<file path="config.mk">
export PLATFORM = sky130hd
export DESIGN_NAME = apb_reload_timer
export DESIGN_NICKNAME = d
export VERILOG_FILES = /design/src/rtl/tmr_pkg.sv /design/src/rtl/tmr_pin_sync.sv /design/src/rtl/tmr_counter.sv /design/src/rtl/tmr_regs.sv /design/src/rtl/apb_reload_timer.sv
export SDC_FILE = /design/constraint.sdc
export NUM_CORES = 1
export LEC_CHECK = 0
export BUFFER_PORTS_ARGS = -buffer_cell sky130_fd_sc_hd__buf_2
export CORE_ASPECT_RATIO = 0.8
export CORE_MARGIN = 5
export CORE_UTILIZATION = 52
export CTS_CLUSTER_DIAMETER = 80
export DETAILED_ROUTE_END_ITERATION = 7
export MAX_ROUTING_LAYER = met4
export PLACE_DENSITY = 0.86
export SETUP_SLACK_MARGIN = 0.15
export SYNTH_ARGS = -nofsm -noshare
export SYNTH_HDL_FRONTEND = slang
export SYNTH_HIERARCHICAL = 1
export SYNTH_SLANG_ARGS = --single-unit
</file>
<file path="constraint.sdc">
create_clock -name clk -period 2.35 [get_ports clk]
set_clock_uncertainty 0.1 [all_clocks]
set_input_delay 0.47 -clock clk [delete_from_list [all_inputs] [get_ports clk]]
set_output_delay 0.47 -clock clk [all_outputs]
set_load 0.01 [all_outputs]
</file>
<file path="src/rtl/tmr_pkg.sv">
package tmr_pkg;
  localparam int WORD_W = 10;

  localparam logic [WORD_W-1:0] W_CTRL   = 10'h000;
  localparam logic [WORD_W-1:0] W_COUNT  = 10'h001;
  localparam logic [WORD_W-1:0] W_RELOAD = 10'h002;
  localparam logic [WORD_W-1:0] W_STATUS = 10'h003;
  localparam logic [WORD_W-1:0] W_ID_LO  = 10'h3F4;
  localparam logic [WORD_W-1:0] W_ID_HI  = 10'h3FF;

  typedef struct packed {
    logic irq_en;
    logic pin_clk;
    logic pin_gate;
    logic run;
  } tmr_ctrl_t;

  function automatic logic [7:0] id_byte(input logic [3:0] idx);
    case (idx)
      4'd0:    id_byte = 8'h04;
      4'd4:    id_byte = 8'h22;
      4'd5:    id_byte = 8'hB8;
      4'd6:    id_byte = 8'h1B;
      4'd8:    id_byte = 8'h0D;
      4'd9:    id_byte = 8'hF0;
      4'd10:   id_byte = 8'h05;
      4'd11:   id_byte = 8'hB1;
      default: id_byte = 8'h00;
    endcase
  endfunction
endpackage

</file>
<file path="src/rtl/tmr_pin_sync.sv">
module tmr_pin_sync #(
  parameter int STAGES = 2
) (
  input  logic clk,
  input  logic rst_n,
  input  logic pin_async,
  output logic pin_level,
  output logic pin_rise
);
  logic [STAGES-1:0] chain_q;
  logic              prev_q;

  always_ff @(posedge clk or negedge rst_n) begin
    if (!rst_n) begin
      chain_q <= '0;
      prev_q  <= 1'b0;
    end else begin
      chain_q <= {chain_q[STAGES-2:0], pin_async};
      prev_q  <= chain_q[STAGES-1];
    end
  end

  assign pin_level = chain_q[STAGES-1];
  assign pin_rise  = pin_level & ~prev_q;

  // one edge yields one tick pulse
  a_r10_single_rise: assert property (@(posedge clk) disable iff (!rst_n)
    pin_rise |=> !pin_rise);
endmodule

</file>
<file path="src/rtl/tmr_counter.sv">
module tmr_counter #(
  parameter int CNT_W = 32
) (
  input  logic             clk,
  input  logic             rst_n,
  input  logic             tick,
  input  logic             irq_en,
  input  logic             ld_count,
  input  logic             ld_reload,
  input  logic [CNT_W-1:0] wdata,
  output logic [CNT_W-1:0] count,
  output logic [CNT_W-1:0] reload,
  output logic             fire
);
  localparam logic [CNT_W-1:0] ONE = CNT_W'(1);

  logic ld_any;
  assign ld_any = ld_count | ld_reload;
  assign fire   = tick & ~ld_any & irq_en & (count == ONE);

  always_ff @(posedge clk or negedge rst_n) begin
    if (!rst_n) begin
      count  <= '0;
      reload <= '0;
    end else if (ld_reload) begin
      reload <= wdata;
      count  <= wdata;
    end else if (ld_count) begin
      count <= wdata;
    end else if (tick) begin
      if (count == '0) count <= reload;
      else             count <= count - ONE;
    end
  end

  // a tick at zero brings in the reload value
  a_r5_dwell_reload: assert property (@(posedge clk) disable iff (!rst_n)
    (tick && !ld_any && count == '0) |=> (count == $past(reload)));
  // no tick and no write, no change
  a_r3_hold: assert property (@(posedge clk) disable iff (!rst_n)
    (!tick && !ld_any) |=> $stable(count));
  // zero reload keeps the count at zero
  a_r6_zero_quiet: assert property (@(posedge clk) disable iff (!rst_n)
    (count == '0 && reload == '0 && !ld_any) |=> (count == '0));
  // the interrupt step lands on zero
  a_r4_fire_step: assert property (@(posedge clk) disable iff (!rst_n)
    fire |=> (count == '0));
endmodule

</file>
<file path="src/rtl/tmr_regs.sv">
module tmr_regs
  import tmr_pkg::*;
#(
  parameter int ADDR_W = 12,
  parameter int DATA_W = 32
) (
  input  logic              clk,
  input  logic              rst_n,
  input  logic              psel,
  input  logic              penable,
  input  logic              pwrite,
  input  logic [ADDR_W-1:0] paddr,
  input  logic [3:0]        wr_low,
  input  logic [DATA_W-1:0] count,
  input  logic [DATA_W-1:0] reload,
  input  logic              fire,
  output tmr_ctrl_t         ctrl,
  output logic              ld_count,
  output logic              ld_reload,
  output logic              flag,
  output logic [DATA_W-1:0] prdata
);
  logic              aligned;
  logic [WORD_W-1:0] word;
  logic              wr_en;
  logic              wr_ctrl, wr_stat;
  logic              in_id;
  logic [3:0]        id_idx;
  logic [DATA_W-1:0] rd_mux;

  assign aligned = (paddr[1:0] == 2'b00);
  assign word    = paddr[ADDR_W-1:2];
  assign wr_en   = psel & penable & pwrite & aligned;

  assign wr_ctrl   = wr_en & (word == W_CTRL);
  assign ld_count  = wr_en & (word == W_COUNT);
  assign ld_reload = wr_en & (word == W_RELOAD);
  assign wr_stat   = wr_en & (word == W_STATUS);

  assign in_id  = (word >= W_ID_LO) && (word <= W_ID_HI);
  assign id_idx = 4'(word - W_ID_LO);

  always_ff @(posedge clk or negedge rst_n) begin
    if (!rst_n) begin
      ctrl <= '0;
      flag <= 1'b0;
    end else begin
      if (wr_ctrl) ctrl <= tmr_ctrl_t'(wr_low);
      if (fire)                   flag <= 1'b1;
      else if (wr_stat && wr_low[0]) flag <= 1'b0;
    end
  end

  always_comb begin
    rd_mux = '0;
    if (aligned) begin
      if      (word == W_CTRL)   rd_mux = DATA_W'(ctrl);
      else if (word == W_COUNT)  rd_mux = count;
      else if (word == W_RELOAD) rd_mux = reload;
      else if (word == W_STATUS) rd_mux = DATA_W'(flag);
      else if (in_id)            rd_mux = DATA_W'(id_byte(id_idx));
    end
  end

  assign prdata = (psel && !pwrite) ? rd_mux : '0;

  // a one clears the flag unless a new event arrives
  a_r8_w1c: assert property (@(posedge clk) disable iff (!rst_n)
    (wr_stat && wr_low[0] && !fire) |=> !flag);
  // an event always latches
  a_r4_latch: assert property (@(posedge clk) disable iff (!rst_n)
    fire |=> flag);
  // writing zero leaves the flag alone
  a_r8_zero_keeps: assert property (@(posedge clk) disable iff (!rst_n)
    (wr_stat && !wr_low[0] && flag) |=> flag);
endmodule

</file>
<file path="src/rtl/apb_reload_timer.sv">
module apb_reload_timer
  import tmr_pkg::*;
#(
  parameter int ADDR_W      = 12,
  parameter int DATA_W      = 32,
  parameter int SYNC_STAGES = 2
) (
  input  logic              clk,
  input  logic              rst_n,
  input  logic              psel,
  input  logic              penable,
  input  logic              pwrite,
  input  logic [ADDR_W-1:0] paddr,
  input  logic [DATA_W-1:0] pwdata,
  output logic [DATA_W-1:0] prdata,
  output logic              pready,
  output logic              pslverr,
  input  logic              ext_in,
  output logic              irq
);
  tmr_ctrl_t         ctrl;
  logic              pin_level, pin_rise;
  logic              tick, src_ok, gate_ok;
  logic              ld_count, ld_reload, fire, flag;
  logic [DATA_W-1:0] count, reload;

  tmr_pin_sync #(.STAGES(SYNC_STAGES)) u_sync (
    .clk(clk), .rst_n(rst_n), .pin_async(ext_in),
    .pin_level(pin_level), .pin_rise(pin_rise)
  );

  always_comb begin
    src_ok  = ctrl.pin_clk  ? pin_rise  : 1'b1;
    gate_ok = ctrl.pin_gate ? pin_level : 1'b1;
    tick    = ctrl.run & src_ok & gate_ok;
  end

  tmr_counter #(.CNT_W(DATA_W)) u_cnt (
    .clk(clk), .rst_n(rst_n), .tick(tick), .irq_en(ctrl.irq_en),
    .ld_count(ld_count), .ld_reload(ld_reload), .wdata(pwdata),
    .count(count), .reload(reload), .fire(fire)
  );

  tmr_regs #(.ADDR_W(ADDR_W), .DATA_W(DATA_W)) u_regs (
    .clk(clk), .rst_n(rst_n), .psel(psel), .penable(penable),
    .pwrite(pwrite), .paddr(paddr), .wr_low(pwdata[3:0]),
    .count(count), .reload(reload), .fire(fire), .ctrl(ctrl),
    .ld_count(ld_count), .ld_reload(ld_reload), .flag(flag),
    .prdata(prdata)
  );

  assign irq     = flag;
  assign pready  = 1'b1;
  assign pslverr = 1'b0;

  // an interrupt rises only with the enable set
  a_r4_needs_enable: assert property (@(posedge clk) disable iff (!rst_n)
    $rose(irq) |-> $past(ctrl.irq_en));
  // gated count holds while the pin is low
  a_r9_gate_holds: assert property (@(posedge clk) disable iff (!rst_n)
    (ctrl.pin_gate && !pin_level && !ld_count && !ld_reload) |=> $stable(count));
endmodule

</file>
**After elaboration in Yosys (flattened, before gate mapping)**

Memories as Yosys holds them, arrays and structs flattened.
Index checks and enable logic that the tools add are counted.

- Word-level logic and storage cells: 58
- Register bits: 72
- Bits of input ports: 50
- Memory bits (read-only): 128
- Output and inout port bits: 35
- Memory bits (writable): 0
- Memories: 1
- Bits in latches: 0

- Equal/unequal tests: 4
- Add/subtract/negate cells: 2
- Divide/modulo/power cells: 0
- Shift-type cells: 0
- Reduce and logical (&&, ||, !) cells: 9
- Mux-type cells: 15
- Bitwise operators: 16
- Order comparisons: 2
- Multiply operators: 0

Memory list:

| name | depth | bits a word | read ports | clocked after memory_dff | wr ports | line | text |
|---|---|---|---|---|---|---|---|
| (no name shown) | 16 | 8 | 1 | 0 | 0 | tmr_pkg.sv:19 | `case (idx)` |

Operators by type and width:

| kind | number |
|---|---|
| 32-bit 2-to-1 mux | 10 |
| 32-bit by 1-bit == test with 1-bit output (second input constant) | 1 |
| 32-bit zero test | 1 |
| 32-bit by 1-bit subtractor with 32-bit output (second input constant) | 1 |
| 10-bit by 2-bit == test with 1-bit output (second input constant) | 2 |
| 1-bit AND | 13 |
| 10-bit by 1-bit == test with 1-bit output (second input constant) | 1 |
| 10-bit >= comparator (second input constant) | 1 |
| 10-bit less-or-equal comparator (second input constant) | 1 |
| 10-bit zero test | 1 |
| 8-bit 2-to-1 mux | 1 |
| 1-bit 2-to-1 mux | 4 |
| 4-bit by 3-bit subtractor with 4-bit output (second input constant) | 1 |
| 1-bit logical AND | 3 |
| 3-bit nonzero test | 1 |
| 2-bit zero test | 1 |
| 1-bit NOT | 2 |
| 2-bit nonzero test | 1 |
| 1-bit zero test | 1 |
| 1-bit OR | 1 |

**Logic depth before layout (Yosys ltp)**

Gate-level depths: netlist of run 1.

- Depth after elaboration: 10
- Depth in mapped cells: 13
- Depth with buffers taken out: 10

**Cells and area by module**

The synthesis of run 1 kept the hierarchy.

By module, submodules not included:

| module | seq. area each (sq um) | area an instance (sq um) | times used | cells each |
|---|---|---|---|---|
| tmr_counter | 1601.5 | 3684.8 | 1 | 380 |
| tmr_regs | 125.1 | 1084.8 | 1 | 147 |
| tmr_pin_sync | 75.1 | 88.8 | 1 | 4 |
| apb_reload_timer | 0.0 | 41.3 | 1 | 7 |

**Worst setup path before layout of run 1**

OpenSTA, ideal clock, no wires.

- Path type: input port to flip-flop
- From: in paddr[4]
- To: reg u_cnt.count[15]
- Path buffers: 3
- Arrival time: 2.833 ns
- Slack: -0.715 ns
- Data required time: 2.118 ns
- Library setup time: 0.132 ns
- Stages: 12
- Path through: inv_1 > ha_1 > or3b_2 > nor2_4 > and3_1 > clkbuf_1 > or2_2 > clkbuf_1 > clkbuf_1 > nor3b_1 > a21oi_1 > o211ai_1

- Elaborated cells between the ends (all ways): 7
- Those cells by class: eq/ne: 2; mux: 2; bitwise: 2; reduce/logical: 1

RTL lines:

| item | line | text |
|---|---|---|
| start, declared | apb_reload_timer.sv:13 | `input logic [ADDR_W-1:0] paddr,` |
| 10-bit by 2-bit == test with 1-bit output (*) | tmr_regs.sv:37 | `assign ld_reload = wr_en & (word == W_RELOAD);` |
| 1-bit AND (*) | tmr_regs.sv:37 |  |
| net ld_reload | apb_reload_timer.sv:24 | `logic ld_count, ld_reload, fire, flag;` |
| 3-bit nonzero test (no line) or 32-bit 2-to-1 mux (tied branches) | n/a |  |
| end signal, assigned | tmr_counter.sv:29 | `count <= wdata;` |
| end signal, assigned | tmr_counter.sv:31 | `if (count == '0) count <= reload;` |
| end signal, assigned | tmr_counter.sv:32 | `else count <= count - ONE;` |
| end, declared | tmr_counter.sv:11 | `output logic [CNT_W-1:0] count,` |

Mark *: on every way through the listed nets, which the timed path passes. The rest lies on a longest branch.
A chain may end at the register's enable or synchronous reset.

**Final worst setup path of run 1**

- From: in paddr[9]
- To: out prdata[30]

- Cells in the longest elaborated chain, start to end: 6
- Elaborated cells between the ends (all ways): 8
- Those cells by class: eq/ne: 2; mux: 5; reduce/logical: 1

RTL lines:

| item | line | text |
|---|---|---|
| 10-bit by 2-bit == test with 1-bit output | tmr_regs.sv:59 | `else if (word == W_RELOAD) rd_mux = reload;` |
| 32-bit 2-to-1 mux | tmr_regs.sv:59 |  |
| 32-bit 2-to-1 mux | tmr_regs.sv:58 | `else if (word == W_COUNT) rd_mux = count;` |
| 32-bit 2-to-1 mux (*) | tmr_regs.sv:57 | `if (word == W_CTRL) rd_mux = DATA_W'(ctrl);` |
| 32-bit 2-to-1 mux (*) | tmr_regs.sv:56 | `if (aligned) begin` |
| 32-bit 2-to-1 mux (*) | tmr_regs.sv:65 | `assign prdata = (psel && !pwrite) ? rd_mux : '0;` |
| end, declared | apb_reload_timer.sv:15 | `output logic [DATA_W-1:0] prdata,` |

Every way passes the cells marked *; elsewhere a longest branch is shown, timed or not.

==> results by group, run 1 <==
Pwr
  • Power Dens Cells: 390 mW/mm^2
  • Share of total power in the clock network: 45.9%
  • Net Sw Power: 0.732 mW
  • Sw Ratio: 25.2%
  • Maximum vdd drop: 0.735 mV
  • P_leak: 3.41 nW
  • Comb power frac: 11.0%
  • Pint: 2.18 mW
  • Flop pwr share: 43.1%

Finish
  • Synth-to-layout area growth: 52.3%
  • Most common cell after layout, fill and taps aside: buf_2
  • Diode count: 0
  • Layout cell share with drive strength beyond 1: 51.5%
  • Fin nets: 767
  • Most frequent cells in the layout: buf_2, buf_4, dfrtp_1
  • Post-Layout Cell Count: 827

Floorplan
  • FP Rows: 31
  • Initial Utilization: 53.8%
  • Die Y: 96.8 um
  • Core Region: 0.00911 sq mm
  • Die W: 119 um
  • I/O pins: 85
  • DIE AREA: 0.0115 sq mm

STA
  • Worst-Margin Slew: 0.552 ns
  • Final hold viol count: 0
  • Final setup vio count: 64
  • WHS: 0.0251 ns
  • Worst setup margin: -0.359 ns
  • FMAX: 369 MHz
  • RSZ-0062 raised after global routing: true
  • Pins Over Slew Limit: 0
  • Final min period: 2.71 ns
  • Tcrit/Tclk final: 115%
  • Max-slew headroom: 62.9%

Synthesis
  • Mapped cell area: 0.00490 sq mm
  • Main combinational cell family by area after synthesis: simple AND/OR/NAND/NOR gates
  • Post-synthesis adder-cell area fraction: 2.55%
  • Post-Synth XOR/XNOR Area: 3.22%
  • EDFF count, synth: 0
  • Syn Nets: 598
  • Simple-Gate Fraction of Synth Area: 22.5%
  • Flops & latches, synth: 72
  • Mapped Cells: 538
  • Synth warn: 6
  • Top_reg_cell synth: dfrtp_1
  • Asr flop ratio synth: 100%
  • Synth unique cells: 69
  • Mux cell area share after synthesis: 8.84%
  • Register area share after synthesis: 36.8%
  • Syn Area/Cell: 9.11 sq um
  • Synth Area in Compound Gates: 21.0%

Clock tree
  • Buffer depth of the longest clock path: 2
  • Clk root buf: clkbuf_16
  • CTS clock-pin slew for the worst setup and hold paths: 0.05 ns
  • Hold buffers post-CTS: 0
  • CTS tree: done
  • CTS buffer count: 9
  • CTS H-Tree Depth: 3
  • Skew-Pair Late Insertion Delay: 0.35 ns
  • Sinks on Clock Net: 72

Drt
  • Total wire length: 24000 um
  • WL/cell: 29.0 um
  • Vias: 6217
  • # DRC: 1
  • Vias per cell: 7.52
  • Antenna-violating nets left: 0
  • DR pass1 iterations: 8
  • Detailed Route Iter0 Violations: 1163

Flow run
  • MaxCap Viol Count: 0

Status
  • Status: complete, but fails checks
  • Failing checks: design-rule violations, negative setup slack

Setup path
  • CP endpoint kind: primary output
  • WP data required: 1.78 ns
  • Worst-path fanout max: 6
  • Critical Path Start Type: input pin
  • CP Class: input pin to primary output
  • Worst Path Arrival: 2.14 ns

GRT
  • Vias in the first global route: 5238
  • Global route overflow: 0
  • Initial antenna violation count: 0
  • Tot GR Track Use: 29.5%
  • Pin count of the biggest net entering global routing: 73
  • First-pass GRT wire length: 27000 um

Placement
  • Cell count after placement: 781
  • GPL Wtd Cong: 0.991
  • I/O Buffers: 82
  • Hpwl dp: 11800 um

Min path
  • Hold Path Class: input pin to asynchronous set/reset pin
## flip-flops by register name, summed over array words and instances (netlist names)
signal / flops
u_cnt/count: 32
u_cnt/reload: 32
u_regs/ctrl: 4
u_sync/chain_q: 2
u_regs/flag: 1
u_sync/prev_q: 1
## synth_stat cells (all sizes together), types with 8 or more instances
master | number | area share, %
o21ai | 39 | 4.0
clkbuf | 22 | 1.7
nor3b | 26 | 4.1
xor2 | 8 | 1.4
ha | 10 | 2.6
a22oi | 29 | 4.4
xnor2 | 10 | 1.8
nand2 | 29 | 2.2
nor2 | 46 | 3.7
nand4 | 10 | 1.4
nor4 | 10 | 2.0
buf | 17 | 2.2
nor3 | 22 | 2.5
dfrtp | 72 | 37
a21oi | 33 | 3.4
mux2 | 34 | 7.8
inv | 15 | 1.1
## cell type report
type	instances	area [sq um]
Multi-Input combinational cell	412	3430
Sequential cell	72	1800
Timing Repair Buffer	197	1720
Fill cell	431	1650
Clock buffer	14	274
Tap cell	115	144
Inverter	15	85.1
Clock inverter	2	12.5
## metrics by stage
| step | area, sq um | setup TNS (ns) | total power [mW] | util [%] | worst slack (ns) |
|---|---|---|---|---|---|
| 5_1_grt | 7460 | -13.35 | 2.97 | 81.9 | -0.388 |
| 3_5_place_dp | 6030 | -21.61 | 1.54 | 66.1 | -0.377 |
| 4_1_cts | 6480 | -5.52 | 2.85 | 71.1 | -0.251 |
| 6_report | 7460 | -11.79 | 2.91 | 81.9 | -0.359 |
| 2_1_floorplan | 5050 | -4.80 | 1.39 | - | -0.217 |
| 3_3_place_gp | 6030 | -18.08 | 1.53 | 66.1 | -0.333 |
## final timing paths
path,startpoint,end,slack (ns),cells after the start
worst max-delay path,paddr[9],prdata[30],-0.36,8
worst min-delay path,rst_n,u_cnt/reload[11],0.03,2
worst max register to register,u_cnt/count[28],u_cnt/count[31],-0.20,6
worst min register to register,u_sync/chain_q[0],u_sync/chain_q[1],0.26,0
max in group asynchronous,rst_n,u_cnt/reload[7],1.76,2
min in group clk,ext_in,u_sync/chain_q[0],0.13,1
## per-layer routing
metal	up-vias	track usage, %	routed length (um)
met2	698	45.1	10200
met1	2899	37.8	8040
met5	-	-	0
met3	262	7.87	3390
li1	2358	-	-
met4	0	10.4	2410
## worst max-delay path, stage by stage
cell       delay (ns)
buf_6            0.09
or4_4            0.60
nor3_4           0.25
buf_6            0.16
clkbuf_16        0.17
a22oi_2          0.08
nor2_1           0.14
buf_2            0.16
## cell families (layout without fill, tap and decap cells)
logic type / Yosys count / in the layout
other cells: 2 / 2
buf+inv: 54 / 228
fa+ha+maj: 10 / 10
simple gates: 188 / 188
compound gates: 155 / 155
flops: 72 / 72
mux: 39 / 39
xor+xnor: 18 / 18
## power by group through the flow
stage	clock network [mW]	registers (mW)	logic, mW
finish	1.34	1.26	0.319
global route	1.38	1.26	0.333
floorplan	0	1.28	0.109
global placement	0	1.28	0.254
detailed placement	0	1.28	0.260
CTS	1.33	1.25	0.274
## what timing repair did
action                                  CTS  global route
pin swaps                                10            78
gates cloned                              0            13
endpoints found under the setup margin   65            77
buffers inserted                          2            15
resized for setup                        36           160
Note: power is estimated with default switching activity, not from simulation.
==> run 2: changes to the inputs <==
--- a/config.mk
+++ b/config.mk
@@ -8,13 +8,13 @@
 export BUFFER_PORTS_ARGS = -buffer_cell sky130_fd_sc_hd__buf_2
 export CORE_ASPECT_RATIO = 0.8
 export CORE_MARGIN = 5
-export CORE_UTILIZATION = 52
+export CORE_UTILIZATION = 60
 export CTS_CLUSTER_DIAMETER = 80
 export DETAILED_ROUTE_END_ITERATION = 7
+export GPL_TIMING_DRIVEN = 0
 export MAX_ROUTING_LAYER = met4
-export PLACE_DENSITY = 0.86
+export PLACE_DENSITY = 0.93
 export SETUP_SLACK_MARGIN = 0.15
 export SYNTH_ARGS = -nofsm -noshare
 export SYNTH_HDL_FRONTEND = slang
-export SYNTH_HIERARCHICAL = 1
 export SYNTH_SLANG_ARGS = --single-unit
==> constraint.sdc (replaced) <==
create_clock -name clk -period 3.2 [get_ports clk]
set_clock_uncertainty 0.1 [all_clocks]
set_input_delay 0.64 -clock clk [delete_from_list [all_inputs] [get_ports clk]]
set_output_delay 0.64 -clock clk [all_outputs]
set_load 0.01 [all_outputs]
==> run 2 against run 1 <==
Wire length decreased by 33%. Clock-buffer cell count decreased by 2. Non-clock buffer count decreased by 66. Setup slack improved by 0.47 ns. Sequential power decreased by 27%. Sequential cell count unchanged. Register-to-register slack improved by 0.38 ns. Cell count decreased by 13%. Highest routed layer unchanged. Total power decreased by 42%. Synthesized area decreased by 7.2%. Largest cell class unchanged. The run now ends clean. Via count decreased by 19%.
==> results by group, run 2 <==
Status
  • Status: completed

Pwr
  • P_leak: 2.55 nW
  • Design Power: 1.70 mW
  • Power Dens Cells: 300 mW/mm^2
  • Maximum vdd drop: 0.274 mV

STA
  • Max-slew headroom: 37.9%
  • Final hold viol count: 0
  • Worst-Margin Slew: 0.931 ns
  • Tcrit/Tclk final: 96.6%
  • Pins Over Slew Limit: 0
  • Final min period: 3.09 ns
  • Final setup vio count: 0
  • FMAX: 323 MHz
  • RSZ-0062 raised after global routing: true
  • Worst setup margin: 0.108 ns

Clock tree
  • Buffer depth of the longest clock path: 2
  • Sinks on Clock Net: 72
  • CTS buffer count: 9
  • CTS H-Tree Depth: 3
  • CTS tree: done
  • Clk root buf: clkbuf_8
  • Skew-Pair Late Insertion Delay: 0.36 ns
  • CTS clock-pin slew for the worst setup and hold paths: 0.07 ns
  • Hold buffers post-CTS: 0

Finish
  • Synth-to-layout area growth: 24.6%
  • Diode count: 0
  • Final instance area: 0.00566 sq mm
  • Most common cell after layout, fill and taps aside: buf_2
  • Layout cell share with drive strength beyond 1: 32.8%
  • Largest regs: u_cnt.count: 32 flops, u_cnt.reload: 32 flops, u_regs.ctrl: 4 flops
  • Most frequent cells in the layout: buf_2, dfrtp_1, nor2_1
  • Fin nets: 668
  • Fin util: 76.6%

Synthesis
  • Syn Nets: 557
  • Simple-Gate Fraction of Synth Area: 20.7%
  • Asr flop ratio synth: 100%
  • Synth unique cells: 57
  • Synth cell count leaders: nor2_1, dfrtp_1, a22oi_1, nand2_1, mux2_2
  • Post-Synth XOR/XNOR Area: 3.85%
  • EDFF count, synth: 0
  • Flops & latches, synth: 72
  • Synth area leaders: dfrtp_1, mux2_2, a22oi_1
  • Share of the synthesized area in the top cell type: 39.6%
  • Register area share after synthesis: 39.6%
  • Top_reg_cell synth: dfrtp_1
  • Mapped cell area: 0.00455 sq mm
  • Mapped Cells: 497
  • Main combinational cell family by area after synthesis: simple AND/OR/NAND/NOR gates
  • Synth warn: 0
  • Count leader, synth: nor2_1
  • Syn Area/Cell: 9.15 sq um
  • Post-synthesis adder-cell area fraction: 2.75%
  • Synth Area in Compound Gates: 20.0%
  • Yosys top cell by area: dfrtp_1
  • Mux cell area share after synthesis: 8.86%

Setup path
  • Critical Path Start Type: input pin
  • Worst Path Arrival: 2.35 ns
  • Reg2Reg Depth: 8
  • CP Class: input pin to primary output
  • CP endpoint kind: primary output
  • Worst-path fanout max: 5
  • WP data required: 2.46 ns

GRT
  • Global route overflow: 0
  • Vias in the first global route: 4548
  • Tot GR Track Use: 32.5%
  • Pin count of the biggest net entering global routing: 73
  • First-pass GRT wire length: 23200 um
  • Initial antenna violation count: 0

Flow run
  • MaxCap Viol Count: 0

Drt
  • Detailed Route Iter0 Violations: 873
  • Total wire length: 16100 um
  • Vias: 5055
  • DR pass1 iterations: 6
  • Met3 WL post-DR: 2200 um
  • WL/cell: 22.5 um
  • Max layer used: met4
  • Antenna-violating nets left: 0
  • Metal-1 WL: 5680 um
  • # DRC: 0
  • Met2 wire len: 7230 um
  • Vias per cell: 7.04

Placement
  • Hpwl dp: 10100 um
  • Setup WS pre-CTS: -0.700 ns
  • GPL Wtd Cong: 0.982
  • Placed Area: 0.00509 sq mm
  • I/O Buffers: 82

Floorplan
  • FP Rows: 28
  • Die W: 107 um
  • I/O pins: 85
  • DIE AREA: 0.00943 sq mm
  • Die Y: 87.9 um
  • Initial Utilization: 61.5%
  • Core Region: 0.00739 sq mm

Min path
  • Hold Path Depth: 0
  • Hold Path Class: register to register
-- run 2: per-layer routing --
layer / up-vias / track usage, %
met4: 0 / 13.5
met2: 533 / 49.6
met3: 148 / 6.85
met1: 2304 / 42.4
li1: 2070 / -
met5: - / -
-- run 2: cell type report --
| type | instances | area, sq um |
|---|---|---|
| fill | 476 | 1730 |
| tap | 105 | 131 |
| clock buffer | 12 | 145 |
| multi-input combinational | 383 | 2730 |
| timing repair buffer | 101 | 604 |
| clock inverter | 4 | 20.0 |
| sequential | 72 | 1800 |
| buffer | 30 | 174 |
| inverter | 11 | 56.3 |
-- run 2: through the flow --
| step | std cells | TNS, ns | hold slack (ns) |
|---|---|---|---|
| CTS | 707 | 0 | 0.262 |
| global placement | 684 | -19.73 | 0.238 |
| finish | 718 | 0 | 0.257 |
| floorplan | 497 | 0 | 0.231 |
| global route | 718 | 0 | 0.276 |
| detailed placement | 684 | -29.62 | 0.246 |
-- run 2: cells by family after synthesis --
kind of cell,count (synthesis)
adder cells (fa/ha/maj),10
other,2
AO/OA/AOI/OAI,125
flip-flops,72
AND/OR/NAND/NOR,190
multiplexers,36
buffers and inverters,42
XOR/XNOR,20
-- run 2: critical path, stage by stage --
cell and delay, ns:
buf_6 0.11, inv_6 0.06, ha_1 0.18, nand2_4 0.06, a2111o_1 0.54, nor3_2 0.33
o221ai_1 0.15, a21oi_1 0.14, buf_2 0.14
-- run 2: repair_timing --
item | 4_1_cts | 5_1_grt
pin swaps | 6 | 18
gates cloned | 2 | 0
setup buffers | 6 | 11
resized for setup | 36 | 40
setup endpoints to repair | 70 | 65
-- run 2: worst paths after layout --
| kind | endpoint | from | slack (ns) |
|---|---|---|---|
| max | prdata[2] | paddr[5] | 0.11 |
| min | u_sync.chain_q[1] | u_sync.chain_q[0] | 0.26 |
| max reg2reg | u_cnt.count[19] | u_cnt.count[17] | 0.18 |
| min reg2reg | u_sync.chain_q[1] | u_sync.chain_q[0] | 0.26 |
| max in group asynchronous | u_cnt.reload[12] | rst_n | 2.07 |
| min in group asynchronous | u_cnt.reload[5] | rst_n | 0.30 |
-- run 2: power breakdown --
group	leakage (nW)	internal, mW	switching (mW)
sequential	0.963	0.913	0.00410
clock	0.0899	0.298	0.339
combinational	1.50	0.0551	0.0875
total	2.55	1.27	0.430
